`src/rtl/abw_pkg.sv`:
```
package abw_pkg;

    // Sequencer states of the blanking writer
    typedef enum logic [1:0] {
        ST_IDLE  = 2'd0,   // disarmed
        ST_ARMED = 2'd1,   // waiting for interrupt edge
        ST_DELAY = 2'd2,   // counting peripheral slots
        ST_PEND  = 2'd3    // write due at next eligible slot
    } abw_state_e;

endpackage

```
`src/rtl/abw_edge_sync.sv`:
```
module abw_edge_sync #(
    parameter int STAGES = 2
) (
    input  logic clk,
    input  logic rst_n,
    input  logic async_i,
    output logic rise_o
);

    typedef struct packed {
        logic [STAGES-1:0] chain;
        logic              last;
    } sync_s;

    sync_s sync_d, sync_q;

    generate
        if (STAGES > 1) begin : g_multi
            always_comb begin
                sync_d.chain = {sync_q.chain[STAGES-2:0], async_i};
                sync_d.last  = sync_q.chain[STAGES-1];
            end
        end else begin : g_single
            always_comb begin
                sync_d.chain = async_i;
                sync_d.last  = sync_q.chain[0];
            end
        end
    endgenerate

    always_ff @(posedge clk) begin
        if (!rst_n) sync_q <= '0;
        else        sync_q <= sync_d;
    end

    assign rise_o = sync_q.chain[STAGES-1] & ~sync_q.last;

endmodule

```
`src/rtl/abw_ctrl.sv`:
```
module abw_ctrl
    import abw_pkg::*;
#(
    parameter int DLY_W = 8
) (
    input  logic             clk,
    input  logic             rst_n,
    input  logic             ce_i,
    input  logic             rise_i,
    input  logic             ramp_n_i,
    input  logic             arm_i,
    input  logic             disarm_i,
    input  logic [DLY_W-1:0] delay_i,
    output logic             fire_o,
    output logic             armed_o,
    output logic             done_o
);

    localparam logic [DLY_W-1:0] CNT_ONE = DLY_W'(1);

    typedef struct packed {
        abw_state_e       st;
        logic [DLY_W-1:0] cnt;
        logic             done;
    } ctrl_s;

    ctrl_s ctrl_d, ctrl_q;

    always_comb begin
        ctrl_d = ctrl_q;
        fire_o = 1'b0;
        if (disarm_i) begin
            ctrl_d.st = ST_IDLE;
        end else begin
            unique case (ctrl_q.st)
                ST_IDLE: begin
                    if (arm_i) begin
                        ctrl_d.st   = ST_ARMED;
                        ctrl_d.done = 1'b0;
                    end
                end
                ST_ARMED: begin
                    if (rise_i) begin
                        ctrl_d.cnt = delay_i;
                        ctrl_d.st  = (delay_i == '0) ? ST_PEND : ST_DELAY;
                    end
                end
                ST_DELAY: begin
                    if (ce_i) begin
                        if (ctrl_q.cnt == CNT_ONE) ctrl_d.st = ST_PEND;
                        ctrl_d.cnt = ctrl_q.cnt - CNT_ONE;
                    end
                end
                ST_PEND: begin
                    if (ce_i && ramp_n_i) begin
                        fire_o      = 1'b1;
                        ctrl_d.st   = ST_IDLE;
                        ctrl_d.done = 1'b1;
                    end
                end
                default: ctrl_d.st = ST_IDLE;
            endcase
        end
    end

    always_ff @(posedge clk) begin
        if (!rst_n) begin
            ctrl_q.st   <= ST_IDLE;
            ctrl_q.cnt  <= '0;
            ctrl_q.done <= 1'b0;
        end else begin
            ctrl_q <= ctrl_d;
        end
    end

    assign armed_o = (ctrl_q.st != ST_IDLE);
    assign done_o  = ctrl_q.done;

endmodule

```
`src/rtl/abw_bus_mux.sv`:
```
module abw_bus_mux #(
    parameter int                ADDR_W     = 4,
    parameter int                DATA_W     = 8,
    parameter logic [ADDR_W-1:0] BLANK_ADDR = '0,
    parameter logic [DATA_W-1:0] BLANK_DATA = '0
) (
    input  logic              clk,
    input  logic              rst_n,
    input  logic              ce_i,
    input  logic              fire_i,
    input  logic              host_req_i,
    input  logic              host_we_i,
    input  logic [ADDR_W-1:0] host_addr_i,
    input  logic [DATA_W-1:0] host_wdata_i,
    output logic              host_ack_o,
    output logic              valid_o,
    output logic              we_o,
    output logic [ADDR_W-1:0] addr_o,
    output logic [DATA_W-1:0] wdata_o,
    output logic              auto_o
);

    typedef struct packed {
        logic              valid;
        logic              we;
        logic [ADDR_W-1:0] addr;
        logic [DATA_W-1:0] wdata;
        logic              auto_wr;
        logic              ack;
    } bus_s;

    bus_s bus_d, bus_q;

    always_comb begin
        bus_d = '0;
        if (fire_i) begin
            bus_d.valid   = 1'b1;
            bus_d.we      = 1'b1;
            bus_d.addr    = BLANK_ADDR;
            bus_d.wdata   = BLANK_DATA;
            bus_d.auto_wr = 1'b1;
        end else if (ce_i && host_req_i) begin
            bus_d.valid = 1'b1;
            bus_d.we    = host_we_i;
            bus_d.addr  = host_addr_i;
            bus_d.wdata = host_wdata_i;
            bus_d.ack   = 1'b1;
        end
    end

    always_ff @(posedge clk) begin
        if (!rst_n) bus_q <= '0;
        else        bus_q <= bus_d;
    end

    assign valid_o    = bus_q.valid;
    assign we_o       = bus_q.we;
    assign addr_o     = bus_q.addr;
    assign wdata_o    = bus_q.wdata;
    assign auto_o     = bus_q.auto_wr;
    assign host_ack_o = bus_q.ack;

endmodule

```
`src/rtl/autoblank_writer.sv`:
```
module autoblank_writer #(
    parameter int                DLY_W       = 8,
    parameter int                ADDR_W      = 4,
    parameter int                DATA_W      = 8,
    parameter int                SYNC_STAGES = 2,
    parameter logic [ADDR_W-1:0] BLANK_ADDR  = 4'hA,
    parameter logic [DATA_W-1:0] BLANK_DATA  = 8'h80
) (
    input  logic              clk,
    input  logic              rst_n,
    input  logic              pclk_en,
    input  logic              irq_async,
    input  logic              ramp_n,
    input  logic              arm_i,
    input  logic              disarm_i,
    input  logic [DLY_W-1:0]  delay_i,
    input  logic              host_req,
    input  logic              host_we,
    input  logic [ADDR_W-1:0] host_addr,
    input  logic [DATA_W-1:0] host_wdata,
    output logic              host_ack,
    output logic              bus_valid,
    output logic              bus_we,
    output logic [ADDR_W-1:0] bus_addr,
    output logic [DATA_W-1:0] bus_wdata,
    output logic              bus_auto,
    output logic              armed,
    output logic              done
);

    logic irq_rise;
    logic fire;

    abw_edge_sync #(
        .STAGES (SYNC_STAGES)
    ) u_sync (
        .clk     (clk),
        .rst_n   (rst_n),
        .async_i (irq_async),
        .rise_o  (irq_rise)
    );

    abw_ctrl #(
        .DLY_W (DLY_W)
    ) u_ctrl (
        .clk      (clk),
        .rst_n    (rst_n),
        .ce_i     (pclk_en),
        .rise_i   (irq_rise),
        .ramp_n_i (ramp_n),
        .arm_i    (arm_i),
        .disarm_i (disarm_i),
        .delay_i  (delay_i),
        .fire_o   (fire),
        .armed_o  (armed),
        .done_o   (done)
    );

    abw_bus_mux #(
        .ADDR_W     (ADDR_W),
        .DATA_W     (DATA_W),
        .BLANK_ADDR (BLANK_ADDR),
        .BLANK_DATA (BLANK_DATA)
    ) u_mux (
        .clk          (clk),
        .rst_n        (rst_n),
        .ce_i         (pclk_en),
        .fire_i       (fire),
        .host_req_i   (host_req),
        .host_we_i    (host_we),
        .host_addr_i  (host_addr),
        .host_wdata_i (host_wdata),
        .host_ack_o   (host_ack),
        .valid_o      (bus_valid),
        .we_o         (bus_we),
        .addr_o       (bus_addr),
        .wdata_o      (bus_wdata),
        .auto_o       (bus_auto)
    );

endmodule

```
`config.mk`:
```
export PLATFORM = sky130hd
export DESIGN_NAME = autoblank_writer
export DESIGN_NICKNAME = d
export VERILOG_FILES = /design/src/rtl/abw_pkg.sv /design/src/rtl/abw_edge_sync.sv /design/src/rtl/abw_ctrl.sv /design/src/rtl/abw_bus_mux.sv /design/src/rtl/autoblank_writer.sv
export SDC_FILE = /design/constraint.sdc
export NUM_CORES = 1
export LEC_CHECK = 0
export BUFFER_PORTS_ARGS = -buffer_cell sky130_fd_sc_hd__buf_2
export CORE_UTILIZATION = 41
export CTS_CLUSTER_DIAMETER = 60
export DETAILED_ROUTE_END_ITERATION = 8
export GPL_TIMING_DRIVEN = 1
export PLACE_DENSITY_LB_ADDON = 0.2
export SETUP_SLACK_MARGIN = 0.02
export SYNTH_ARGS = -nofsm -noshare
export SYNTH_HDL_FRONTEND = slang
export SYNTH_SLANG_ARGS = --single-unit
```
`constraint.sdc`:
```
create_clock -name clk -period 2.8 [get_ports clk]
set_input_delay 0.28 -clock clk [delete_from_list [all_inputs] [get_ports clk]]
set_output_delay 0.28 -clock clk [all_outputs]
set_load 0.005 [all_outputs]
```
==> metrics.md, run 1 <==
| Metric | Value |
|---|---|
| Status | finished, final reports clean |
| Pin count of the biggest net entering global routing | 24 |
| ANT nets after route | 0 |
| Setup ws final | 0.967 ns |
| PortBufs | 46 |
| Yosys reg bits | 30 |
| Peak supply drop | 0.344 mV |
| Register area share after synthesis | ~44% |
| Hold/Removal Path Class | in -> reg |
| Final setup vio count | 0 |
| Placer Congestion | 0.787 |
| Vias | around 1200 |
| Ports | 47 |
| WL/cell | 12.8 um |
| TNS Setup | 0 ns |
| Drt via density | 5.13 |
| First DRT Iteration DRCs | 61 |
| Max stage delay cell, worst path | dfxtp_1 |
| DIE AREA | 3540 um2 |
| Worst-path fanout max | 10 |
| Die height | 59.5 um |
| Initial antenna violation count | 0 |
| Cts hold-fix bufs | 0 |
| Detail Placement HPWL | 2.22 mm |
| Max frequency | about 0.55 GHz |
| Critical Path RT | 3.03 ns |
| Residual DRC | 0 |
| Avg Cell Area, Syn | 9.54 um2 |
| Crit path from | u_ctrl.ctrl_q[9] |
| Overflow after GRT | 0 |
| Post-cts repair resize count | 0 |
| Worst-case clock buffer depth | 2 |
| Postcts setup bufs | 0 |
| Clk Latency, worst-skew pair | 0.33 ns |
| Crit Reg-Reg Startpoint | u_ctrl.ctrl_q[9] |
| Number of CTS-inserted buffers | 5 |
| Layout cells sized above 1 | 32.8% |
| Pwr Density | 522 nW/um2 |
| Clock Sinks | 30 |
| Count of cell types in the netlist | 44 |
| Clk slew on worst S/H paths | approximately 0.10 ns |
| Area growth syn-to-layout | 26.1% |
| Fraction of registers with async set/reset | 0% |
| Worst-Margin Slew | 0.440 ns |
| Pleak | about 0.0008 uW |
| Final Net Count | 227 |
| Unrepaired setup endpoints after global routing | no |
| Crit. End Element | flop |
| CTS root buffer | clkbuf_4 |
| 1st-pass router iterations | 4 |
| Core area | 3100 um2 |
| Tmin final | 1.83 ns |
| Worst path cell trace | inv_1 > ha_1 > mux2i_1 > a211o_1 > o311a_1 |
| Number of synthesized flops with an enable pin | 0 |
| Worst setup SP type | flop |
| Slew Viols, Final | 0 |
| HP Start | host_addr[3] |
| Critical path type | reg -> reg |
| Syn. warnings | 0 |
| Final hold vios | 0 |
| First-pass GRT wire length | 4.75 mm |
| Final wirelength | 3.03 mm |
| Htree depth | 2 |
| Crit path DAT | roughly 2.1 ns |
| Max Clock Skew | 0.00690 ns |
| Worst R2R Setup Slack | 0.97 ns |
| Primary FF master, synth | dfxtp_1 |
| Vias in the first global route | 1110 |
| Diodes inserted | 0 |
| All-Layer GR Usage | 18.6% |
| Pre-CTS setup slack | 0.974 ns |
| Max-cap violations | 0 |
| Synth Cell Area | 1360 um2 |
| Rows | 20 |
| Crit path largest cell delay | 0.44 ns |
| CTS tree | done |
| Die W | 59.5 um |
| Mapped Nets | 178 |
| Mapped Cells | 142 |
| Slew HR | 70.6% |
| Period utilization | 65.5% |
| Starting density of the core | a little over two fifths |
[final cells by class]
cell class	instances	area [um2]
clock buffers	5	37.5
clock inverters	3	40.0
fillers	309	1390
inverters	6	22.5
multi-input cells	100	708
flip-flops and latches	30	601
well taps	44	55.1
repair buffers	48	245
[critical path: cells and delay by family (launching register included)]
family                     cells  cell delay [ns]
AOI/OAI and AO/OA              2             0.80
adders and majority gates      1             0.24
buffers and inverters          1             0.12
DFF                            1             0.44
muxes                          1             0.14
[worst paths after layout]
check,end,cells after the start
setup / recovery,u_ctrl.ctrl_q[2],5
hold / removal,u_mux.addr_o[3],2
setup reg to reg,u_ctrl.ctrl_q[2],5
hold reg to reg,u_sync.sync_d[0],1
[state kept, by name, indices dropped and copies added (netlist names), 2 cells and up]
signal / cells
u_ctrl.ctrl_q: 10
u_mux.wdata_o: 8
u_mux.addr_o: 4
u_sync.sync_d: 2
[stage by stage]
step | total power, uW | area [um2] | cells | util [%] | hold slack (ns)
final | 893 | 1710 | 236 | 55.1 | 0.138
after global placement | 560 | 1630 | 228 | 52.6 | 0.425
after floorplan | 519 | 1360 | 142 | - | 0.390
after global routing | 939 | 1710 | 236 | 55.1 | 0.117
after CTS | 903 | 1710 | 236 | 55.1 | 0.126
after detailed placement | 564 | 1630 | 228 | 52.6 | 0.427
[cell families (layout without fill, tap and decap cells)]
logic type / Yosys count / after routing / share of synthesized area (%)
AOI/OAI and AO/OA: 40 / 40 / 22.4
muxes: 2 / 2 / 1.48
buffers and inverters: 12 / 62 / 3.42
adders and majority gates: 7 / 7 / 6.46
DFF: 30 / 30 / 44.3
and+or+nand+nor: 51 / 51 / 21.9
[per-layer routing]
layer	wire length [um]	global-route usage, %	vias up
li1	-	-	603
met1	1340	22.3	562
met2	1450	29.9	41
met3	192	7.21	5
met4	44	7.31	0
met5	0	0	-
[synthesized netlist by cell type, types with 2 or more instances]
library cell,number,share of area (%)
a21oi_1,6,2.2
ha_1,7,6.5
nor4_1,2,0.92
and2_1,12,5.5
clkbuf_1,5,1.4
inv_1,6,1.7
dfxtp_1,30,44
and3_1,2,0.92
o21ai_0,7,2.6
mux2i_1,2,1.5
o21ai_1,3,1.1
nand3_1,2,0.74
nor2_1,8,2.2
a21o_1,4,2.2
or4b_2,2,1.5
a21boi_0,2,1.1
nand2_1,7,1.9
nor2b_1,6,2.8
nand2b_1,3,1.4
o21a_1,2,1.1
[placed cells by master, fill, tap and decap left out, types with 2 or more instances in the layout]
cell | netlist | final
and3_1 | 2 | 2
mux2i_1 | 2 | 2
nand2b_1 | 3 | 3
o21ai_0 | 7 | 7
buf_4 | 0 | 2
a21boi_0 | 2 | 2
a21oi_1 | 6 | 6
dfxtp_1 | 30 | 30
ha_1 | 7 | 7
clkbuf_4 | 0 | 5
nor2b_1 | 6 | 6
nand2_1 | 7 | 7
a21o_1 | 4 | 4
clkinv_2 | 0 | 2
nor4_1 | 2 | 2
nand3_1 | 2 | 2
o21a_1 | 2 | 2
inv_1 | 6 | 6
or4b_2 | 2 | 2
o21ai_1 | 3 | 3
buf_2 | 1 | 46
nor2_1 | 8 | 8
and2_1 | 12 | 12
[power by group]
| part | internal, uW | switching [uW] | total, uW |
|---|---|---|---|
| clock | 185 | 154 | 338 |
| combinational | 51.5 | 53.4 | 105 |
| sequential | 440 | 9.37 | 450 |
Power figures use the tool's default switching activity.
==> run 2, diff against run 1 <==
--- a/config.mk
+++ b/config.mk
@@ -5,6 +5,7 @@
 export SDC_FILE = /design/constraint.sdc
 export NUM_CORES = 1
 export LEC_CHECK = 0
+export ABC_AREA = 1
 export BUFFER_PORTS_ARGS = -buffer_cell sky130_fd_sc_hd__buf_2
 export CORE_UTILIZATION = 41
 export CTS_CLUSTER_DIAMETER = 60
==> constraint.sdc (replaced) <==
create_clock -name clk -period 1.7 [get_ports clk]
set_input_delay 0.17 -clock clk [delete_from_list [all_inputs] [get_ports clk]]
set_output_delay 0.17 -clock clk [all_outputs]
set_load 0.005 [all_outputs]
==> metrics.md, run 2 <==
| Metric | Value |
|---|---|
| Flip-flop count of the largest register after layout | 10 (unchanged) |
| TNS Setup | 0 ns (unchanged) |
| CTS tree | done (unchanged) |
| Largest delay share family, worst path | simple AND/OR/NAND/NOR gates (was compound AO/OA/AOI/OAI gates) |
| Crit path DAT | 1.75 ns (was 2.06 ns) |
| Peak supply drop | 0.505 mV (was 0.344 mV) |
| Final Net Count | 283 (was 227) |
| CTS root buffer | clkbuf_4 (unchanged) |
| Pleak | 0.000946 uW (was 0.000812 uW) |
| Clk slew on worst S/H paths | 0.09 ns (was 0.10 ns) |
| Number of CTS-inserted buffers | 5 (unchanged) |
| Worst R2R Setup Slack | 0.19 ns (was 0.97 ns) |
| Crit path from | u_ctrl.ctrl_q[9] (unchanged) |
| Syn. warnings | 0 (unchanged) |
| Layout Cells excl Fill | 294 (was 236) |
| Residual DRC | 0 (unchanged) |
| Die W | 61.0 um (was 59.5 um) |
| DIE AREA | 3720 um2 (was 3540 um2) |
| Critical Path RT | 1.94 ns (was 3.03 ns) |
| Synth area leaders | dfxtp_1, nand2_1, inv_1 (was dfxtp_1, ha_1, and2_1) |
| Worst-case reg-to-reg path depth | 10 (was 5) |
| Number of synthesized flops with an enable pin | 0 (unchanged) |
| Post-synth top cells | nand2_1, dfxtp_1, inv_1, nor2_1 (was dfxtp_1, and2_1, nor2_1) |
| Unrepaired setup endpoints after global routing | no (unchanged) |
| Avg Cell Area, Syn | 7.36 um2 (was 9.54 um2) |
| Drt via density | 4.44 (was 5.13) |
| CP Capture Point | u_ctrl.ctrl_q[9] (was u_ctrl.ctrl_q[2]) |
| Mapped Cells | 194 (was 142) |
| First DRT Iteration DRCs | 51 (was 61) |
| WP depth | 10 (was 5) |
| Crit path largest cell delay | 0.34 ns (was 0.44 ns) |
| Utilization after layout | 53.8% (was 55.1%) |
| Primary FF master, synth | dfxtp_1 (unchanged) |
| Pin count of the biggest net entering global routing | 13 (was 24) |
| Critical R2R Capture | u_ctrl.ctrl_q[9] (was u_ctrl.ctrl_q[2]) |
| Layout cells sized above 1 | 31.9% (was 32.8%) |
| Worst path cell trace | inv_1 > ha_1 > inv_1 > or2_2 > nand2_1 > nor2_1 > nand2_1 > nand2_1 > nand2_1 > nor2_1 (was inv_1 > ha_1 > mux2i_1 > a211o_1 > o311a_1) |
| CP bufs+invs | 2 (was 1) |
| Top-count cell post-synth | nand2_1 (was dfxtp_1) |
| Ports | 47 (unchanged) |
| Cell mode on critical path | nand2_1 |
| Psw | 463 uW (was 216 uW) |
| WL/cell | 9.99 um (was 12.8 um) |
| Yosys reg bits | 30 (unchanged) |
| FILL cells | 330 (was 309) |
| Count of cell types in the netlist | 26 (was 44) |
| Final setup vio count | 0 (unchanged) |
| P_int | 1060 uW (was 676 uW) |
| Area growth syn-to-layout | 25.7% (was 26.1%) |
| Placed insts | 285 (was 228) |
| Final hold vios | 0 (unchanged) |
| Share of the synthesized area in the top cell type | 42.1% (was 44.3%) |
| Max frequency | 0.661 GHz (was 0.545 GHz) |
| Synth area leader | dfxtp_1 (unchanged) |
| Slew HR | 83.5% (was 70.6%) |
| Most frequent cells in the layout | buf_2, nand2_1, inv_1, dfxtp_1, nor2_1 (was buf_2, dfxtp_1, and2_1, nor2_1) |
| Synth Cell Area | 1430 um2 (was 1360 um2) |
| First-pass GRT wire length | 4.75 mm (unchanged) |
| Mapped Nets | 230 (was 178) |
| Starting density of the core | 42.8% (was 43.7%) |
| ANT nets after route | 0 (unchanged) |
| Worst setup SP type | flop (unchanged) |
| Core area | 3340 um2 (was 3100 um2) |
| All-Layer GR Usage | 17.9% (was 18.6%) |
| Initial antenna violation count | 0 (unchanged) |
| Rows | 21 (was 20) |
| Tmin final | 1.51 ns (was 1.83 ns) |
| Sw Ratio | 30.4% (was 24.2%) |
| Commonest non-fill, non-tap cell in the layout | buf_2 (unchanged) |
| Vias | 1305 (was 1211) |
| Placed cell area | 1710 um2 (was 1630 um2) |
| Htree depth | 2 (unchanged) |
| Crit Reg-Reg Startpoint | u_ctrl.ctrl_q[9] (unchanged) |
| Placer Congestion | 0.823 (was 0.787) |
| Pwr Density | 849 nW/um2 (was 522 nW/um2) |
| Vias in the first global route | 1135 (was 1110) |
| 1st-pass router iterations | 4 (unchanged) |
| Worst-Margin Slew | 0.247 ns (was 0.440 ns) |
| Max stage delay cell, worst path | dfxtp_2 (was dfxtp_1) |
| Final wirelength | 2.94 mm (was 3.03 mm) |
| Register area share after synthesis | 42.1% (was 44.3%) |
| PortBufs | 46 (unchanged) |
| Combinational share of power | 20.7% (was 11.7%) |
| Worst-path fanout max | 6 (was 10) |
| Critical path type | reg -> reg (unchanged) |
| Max-cap violations | 0 (unchanged) |
| Period utilization | 88.9% (was 65.5%) |
| Hold/Removal Path Class | in -> reg (unchanged) |
| Die height | 61.0 um (was 59.5 um) |
| Slew Viols, Final | 0 (unchanged) |
| Largest reg by FF count | u_ctrl.ctrl_q (unchanged) |
| Worst-case clock buffer depth | 2 (unchanged) |
| Max Clock Skew | 0.00580 ns (was 0.00690 ns) |
| Crit. End Element | flop (unchanged) |
| Fraction of registers with async set/reset | 0% (unchanged) |
| Sequential share of power | 49.6% (was 50.3%) |
| Detail Placement HPWL | 2.28 mm (was 2.22 mm) |
| Overflow after GRT | 0 (unchanged) |
| Hold slack | 0.0268 ns (was 0.138 ns) |
| Clock Sinks | 30 (unchanged) |
| Clk Latency, worst-skew pair | 0.33 ns (about the same) |
| Design Area, Final | 1790 um2 (was 1710 um2) |
| Clock network fraction of total power | 29.7% (was 37.9%) |
| Status | finished, final reports clean (unchanged) |
| Diodes inserted | 0 (unchanged) |
## run 2: cell count changes in the layout (fill, tap and decap cells not counted), moves of 3 or more
cell / before / now
nand2_1: 7 / 44
inv_1: 6 / 29
nor2_1: 8 / 21
and2_1: 12 / 0
nor2_2: 0 / 10
nor2b_1: 6 / 0
nand3_1: 2 / 7
a21o_1: 4 / 0
a21oi_1: 6 / 10
inv_2: 0 / 3
nand2b_1: 3 / 0
nand4_1: 0 / 3
o21ai_1: 3 / 6
## run 2: worst register-to-register path, stage by stage, from the launching register on
cell and delay, ns:
dfxtp_2 0.34, inv_1 0.15, ha_1 0.18, inv_1 0.06, or2_2 0.28, nand2_1 0.09
nor2_1 0.06, nand2_1 0.11, nand2_1 0.06, nand2_1 0.05, nor2_1 0.04
## run 2: power groups by stage
stage / clock network (uW) / registers, uW / logic [uW]
after CTS: 472 / 754 / 311
after detailed placement: 0 / 770 / 308
after global routing: 499 / 761 / 364
after global placement: 0 / 769 / 309
after floorplan: 0 / 768 / 214
final: 452 / 755 / 316
## run 2: worst min path at each step
stage / startpoint / end / slack, ns / cells past startpoint
after floorplan: rst_n / u_sync.sync_d[0] / 0.26 / 2
after global placement: irq_async / u_sync.sync_d[2] / 0.36 / 3
after detailed placement: irq_async / u_sync.sync_d[2] / 0.36 / 3
after CTS: host_addr[3] / u_mux.addr_o[3] / 0.01 / 3
after global routing: host_addr[3] / u_mux.addr_o[3] / 0.02 / 3
final: host_addr[1] / u_mux.addr_o[1] / 0.03 / 3
## run 2: logic make-up after synthesis
kind of cell    share of synthesized area [%]
buf+inv                                  10.9
fa+ha+maj                                6.13
compound gates                           10.6
simple gates                             30.3
flops                                    42.1
## run 2: what timing repair did
item                                    4_1_cts  5_1_grt
endpoints found under the setup margin        0        7
hold buffers                                  1        0
setup buffers                                 0        0
gates resized for setup                       0        5
hold endpoints to repair                      1        0
## run 2: per-stage QoR
step | setup WS, ns | power [uW]
final | 0.188 | 1520
after global routing | 0.0379 | 1620
after CTS | 0.100 | 1540
after detailed placement | 0.121 | 1080
after global placement | 0.153 | 1080
after floorplan | 0.283 | 982
## run 2: area by class of cell
type,count,area [um2],share of cell area (%)
multi-input cells,127,682,38.0
clock buffers,6,51.3,2.86
flip-flops and latches,30,603,33.6
clock inverters,2,12.5,0.697
inverters,34,133,7.39
well taps,46,57.6,3.21
repair buffers,49,255,14.2
## run 2: per-layer routing
metal,vias to the layer above,global-route usage [%],part of all wire [%]
met5,-,0,0
met4,0,11.7,3.1
met3,10,5.04,5.8
met2,45,26.1,43
met1,547,23.3,48
li1,703,-,-
==> run 3, diff against run 2 <==
--- a/config.mk
+++ b/config.mk
@@ -7,6 +7,7 @@
 export LEC_CHECK = 0
 export ABC_AREA = 1
 export BUFFER_PORTS_ARGS = -buffer_cell sky130_fd_sc_hd__buf_2
+export CORE_MARGIN = 8
 export CORE_UTILIZATION = 41
 export CTS_CLUSTER_DIAMETER = 60
 export DETAILED_ROUTE_END_ITERATION = 8
==> metrics.md, run 3 (synthesis results as in run 2) <==
| Metric | Value |
|---|---|
| Layout Cells excl Fill | 295 (was 294) |
| Sequential share of power | 49.8% (was 49.6%) |
| Vias in the first global route | 1231 (was 1135) |
| Worst setup SP type | flop (unchanged) |
| CTS root buffer | clkbuf_4 (unchanged) |
| Clk Latency, worst-skew pair | 0.32 ns (was 0.33 ns) |
| Area growth syn-to-layout | 26.1% (was 25.7%) |
| All-Layer GR Usage | 12.8% (was 17.9%) |
| Critical path type | reg -> reg (unchanged) |
| Status | finished, final reports clean (unchanged) |
| Worst-case clock buffer depth | 2 (unchanged) |
| Register Area | 603 um2 (unchanged) |
| Worst-path fanout max | 6 (unchanged) |
| Worst R2R Setup Slack | 0.18 ns (was 0.19 ns) |
| Largest reg by FF count | u_ctrl.ctrl_q (unchanged) |
| Clock network fraction of total power | 28.9% (was 29.7%) |
| Placer Congestion | 0.836 (was 0.823) |
| Drt via density | 4.57 (was 4.44) |
| Overflow after GRT | 0 (unchanged) |
| Slew Viols, Final | 0 (unchanged) |
| Ports | 47 (unchanged) |
| Max-cap violations | 0 (unchanged) |
| Pin count of the biggest net entering global routing | 13 (unchanged) |
| First-pass GRT wire length | 5.33 mm (was 4.75 mm) |
| Clk slew on worst S/H paths | 0.09 ns (about the same) |
| Final wirelength | 3.27 mm (was 2.94 mm) |
| Tmin final | 1.52 ns (was 1.51 ns) |
| ANT nets after route | 0 (unchanged) |
| Commonest non-fill, non-tap cell in the layout | buf_2 (unchanged) |
| Die height | 75.0 um (was 61.0 um) |
| Number of CTS-inserted buffers | 5 (unchanged) |
| Core area | 3340 um2 (unchanged) |
| Pwr Density | 843 nW/um2 (was 849 nW/um2) |
| Postcts setup bufs | 0 (unchanged) |
| Max Clock Skew | 0.00637 ns (was 0.00580 ns) |
| Critical Path RT | 1.92 ns (was 1.94 ns) |
| Vias | 1348 (was 1305) |
| Diodes inserted | 0 (unchanged) |
| Residual DRC | 0 (unchanged) |
| Htree depth | 2 (unchanged) |
| Unrepaired setup endpoints after global routing | no (unchanged) |
| CTS tree | done (unchanged) |
| Period utilization | 89.5% (was 88.9%) |
| Placed insts | 286 (was 285) |
| Max frequency | 0.657 GHz (was 0.661 GHz) |
| 1st-pass router iterations | 4 (unchanged) |
| Peak supply drop | 0.515 mV (was 0.505 mV) |
| Psw | 453 uW (was 463 uW) |
| Starting density of the core | 42.8% (unchanged) |
| Crit. End Element | flop (unchanged) |
| Detail Placement HPWL | 2.63 mm (was 2.28 mm) |
| P_int | 1070 uW (was 1060 uW) |
| WL/cell | 11.1 um (was 9.99 um) |
| TNS Setup | 0 ns (unchanged) |
| Most frequent cells in the layout | buf_2, nand2_1, inv_1, dfxtp_1, nor2_1 (unchanged) |
| Final setup vio count | 0 (unchanged) |
| Clock Sinks | 30 (unchanged) |
| Combinational share of power | 21.2% (was 20.7%) |
| Rows | 21 (unchanged) |
| Pre-CTS setup slack | 0.107 ns (was 0.121 ns) |
| Slew HR | 84.8% (was 83.5%) |
| Sw Ratio | 29.8% (was 30.4%) |
| Setup ws final | 0.178 ns (was 0.188 ns) |
| Worst-Margin Slew | 0.226 ns (was 0.247 ns) |
| Pleak | 0.000949 uW (was 0.000946 uW) |
| Multi-input logic area | 684 um2 (was 682 um2) |
| Flip-flop count of the largest register after layout | 10 (unchanged) |
| Layout cells sized above 1 | 32.5% (was 31.9%) |
| Final hold vios | 0 (unchanged) |
| FILL cells | 357 (was 330) |
| Hold/Removal Path Class | in -> reg (unchanged) |
| DIE AREA | 5630 um2 (was 3720 um2) |
| First DRT Iteration DRCs | 39 (was 51) |
| Die W | 75.0 um (was 61.0 um) |
| Initial antenna violation count | 0 (unchanged) |
| Crit path DAT | 1.74 ns (was 1.75 ns) |
| PortBufs | 46 (unchanged) |
| Final Net Count | 284 (was 283) |
==> run 3: worst paths after layout <==
check                    from           endpoint  cells after the start
max          u_ctrl.ctrl_q[9]  u_ctrl.ctrl_q[10]                      9
min              host_addr[3]    u_mux.addr_o[3]                      3
max reg2reg  u_ctrl.ctrl_q[9]  u_ctrl.ctrl_q[10]                      9
min reg2reg  u_sync.sync_d[2]   u_sync.sync_d[0]                      2
==> run 3: cell type report <==
type	instances	area share, %
multi-input cells	127	38.0
flip-flops and latches	30	33.5
repair buffers	50	14.6
inverters	34	7.37
well taps	46	3.20
clock buffers	7	3.06
clock inverters	1	0.278
==> run 3: routing by layer <==
metal / vias up / wire length [um] / GRT usage, %
met3: 7 / 300 / 6.79
met4: 0 / 80 / 7.83
met1: 595 / 1360 / 14.0
met2: 40 / 1530 / 19.0
met5: - / 0 / 0
li1: 706 / - / -
==> run 3: stage by stage <==
step / area (um2) / hold slack, ns / total power [uW] / utilization (%)
6_report: 1800 / 0.0362 / 1520 / 54.0
5_1_grt: 1800 / 0.0302 / 1620 / 54.0
4_1_cts: 1780 / 0.00714 / 1530 / 53.2
3_5_place_dp: 1720 / 0.356 / 1090 / 51.4
3_3_place_gp: 1720 / 0.354 / 1080 / 51.4
2_1_floorplan: 1430 / 0.263 / 982 / -
==> run 3: power by group through the flow <==
stage                     sequential, uW  clock (uW)  combinational (uW)
after global placement               770           0                 314
after global routing                 762         493                 368
after CTS                            755         460                 317
after detailed placement             771           0                 315
final                                756         439                 323
after floorplan                      768           0                 214
==> run 3: what timing repair did <==
action / CTS / global route
gates resized for setup: 0 / 6
hold buffers: 0 / 1
hold endpoints to repair: 0 / 1
setup endpoints to repair: 0 / 9
==> run 3: worst max-delay path: stages (launching register included) <==
cell     delay (ns)
dfxtp_2        0.37
inv_2          0.07
ha_2           0.21
inv_1          0.07
or2_1          0.15
nand2_1        0.10
nor2_1         0.13
nand2_1        0.11
o21ai_0        0.16
nor2_1         0.05
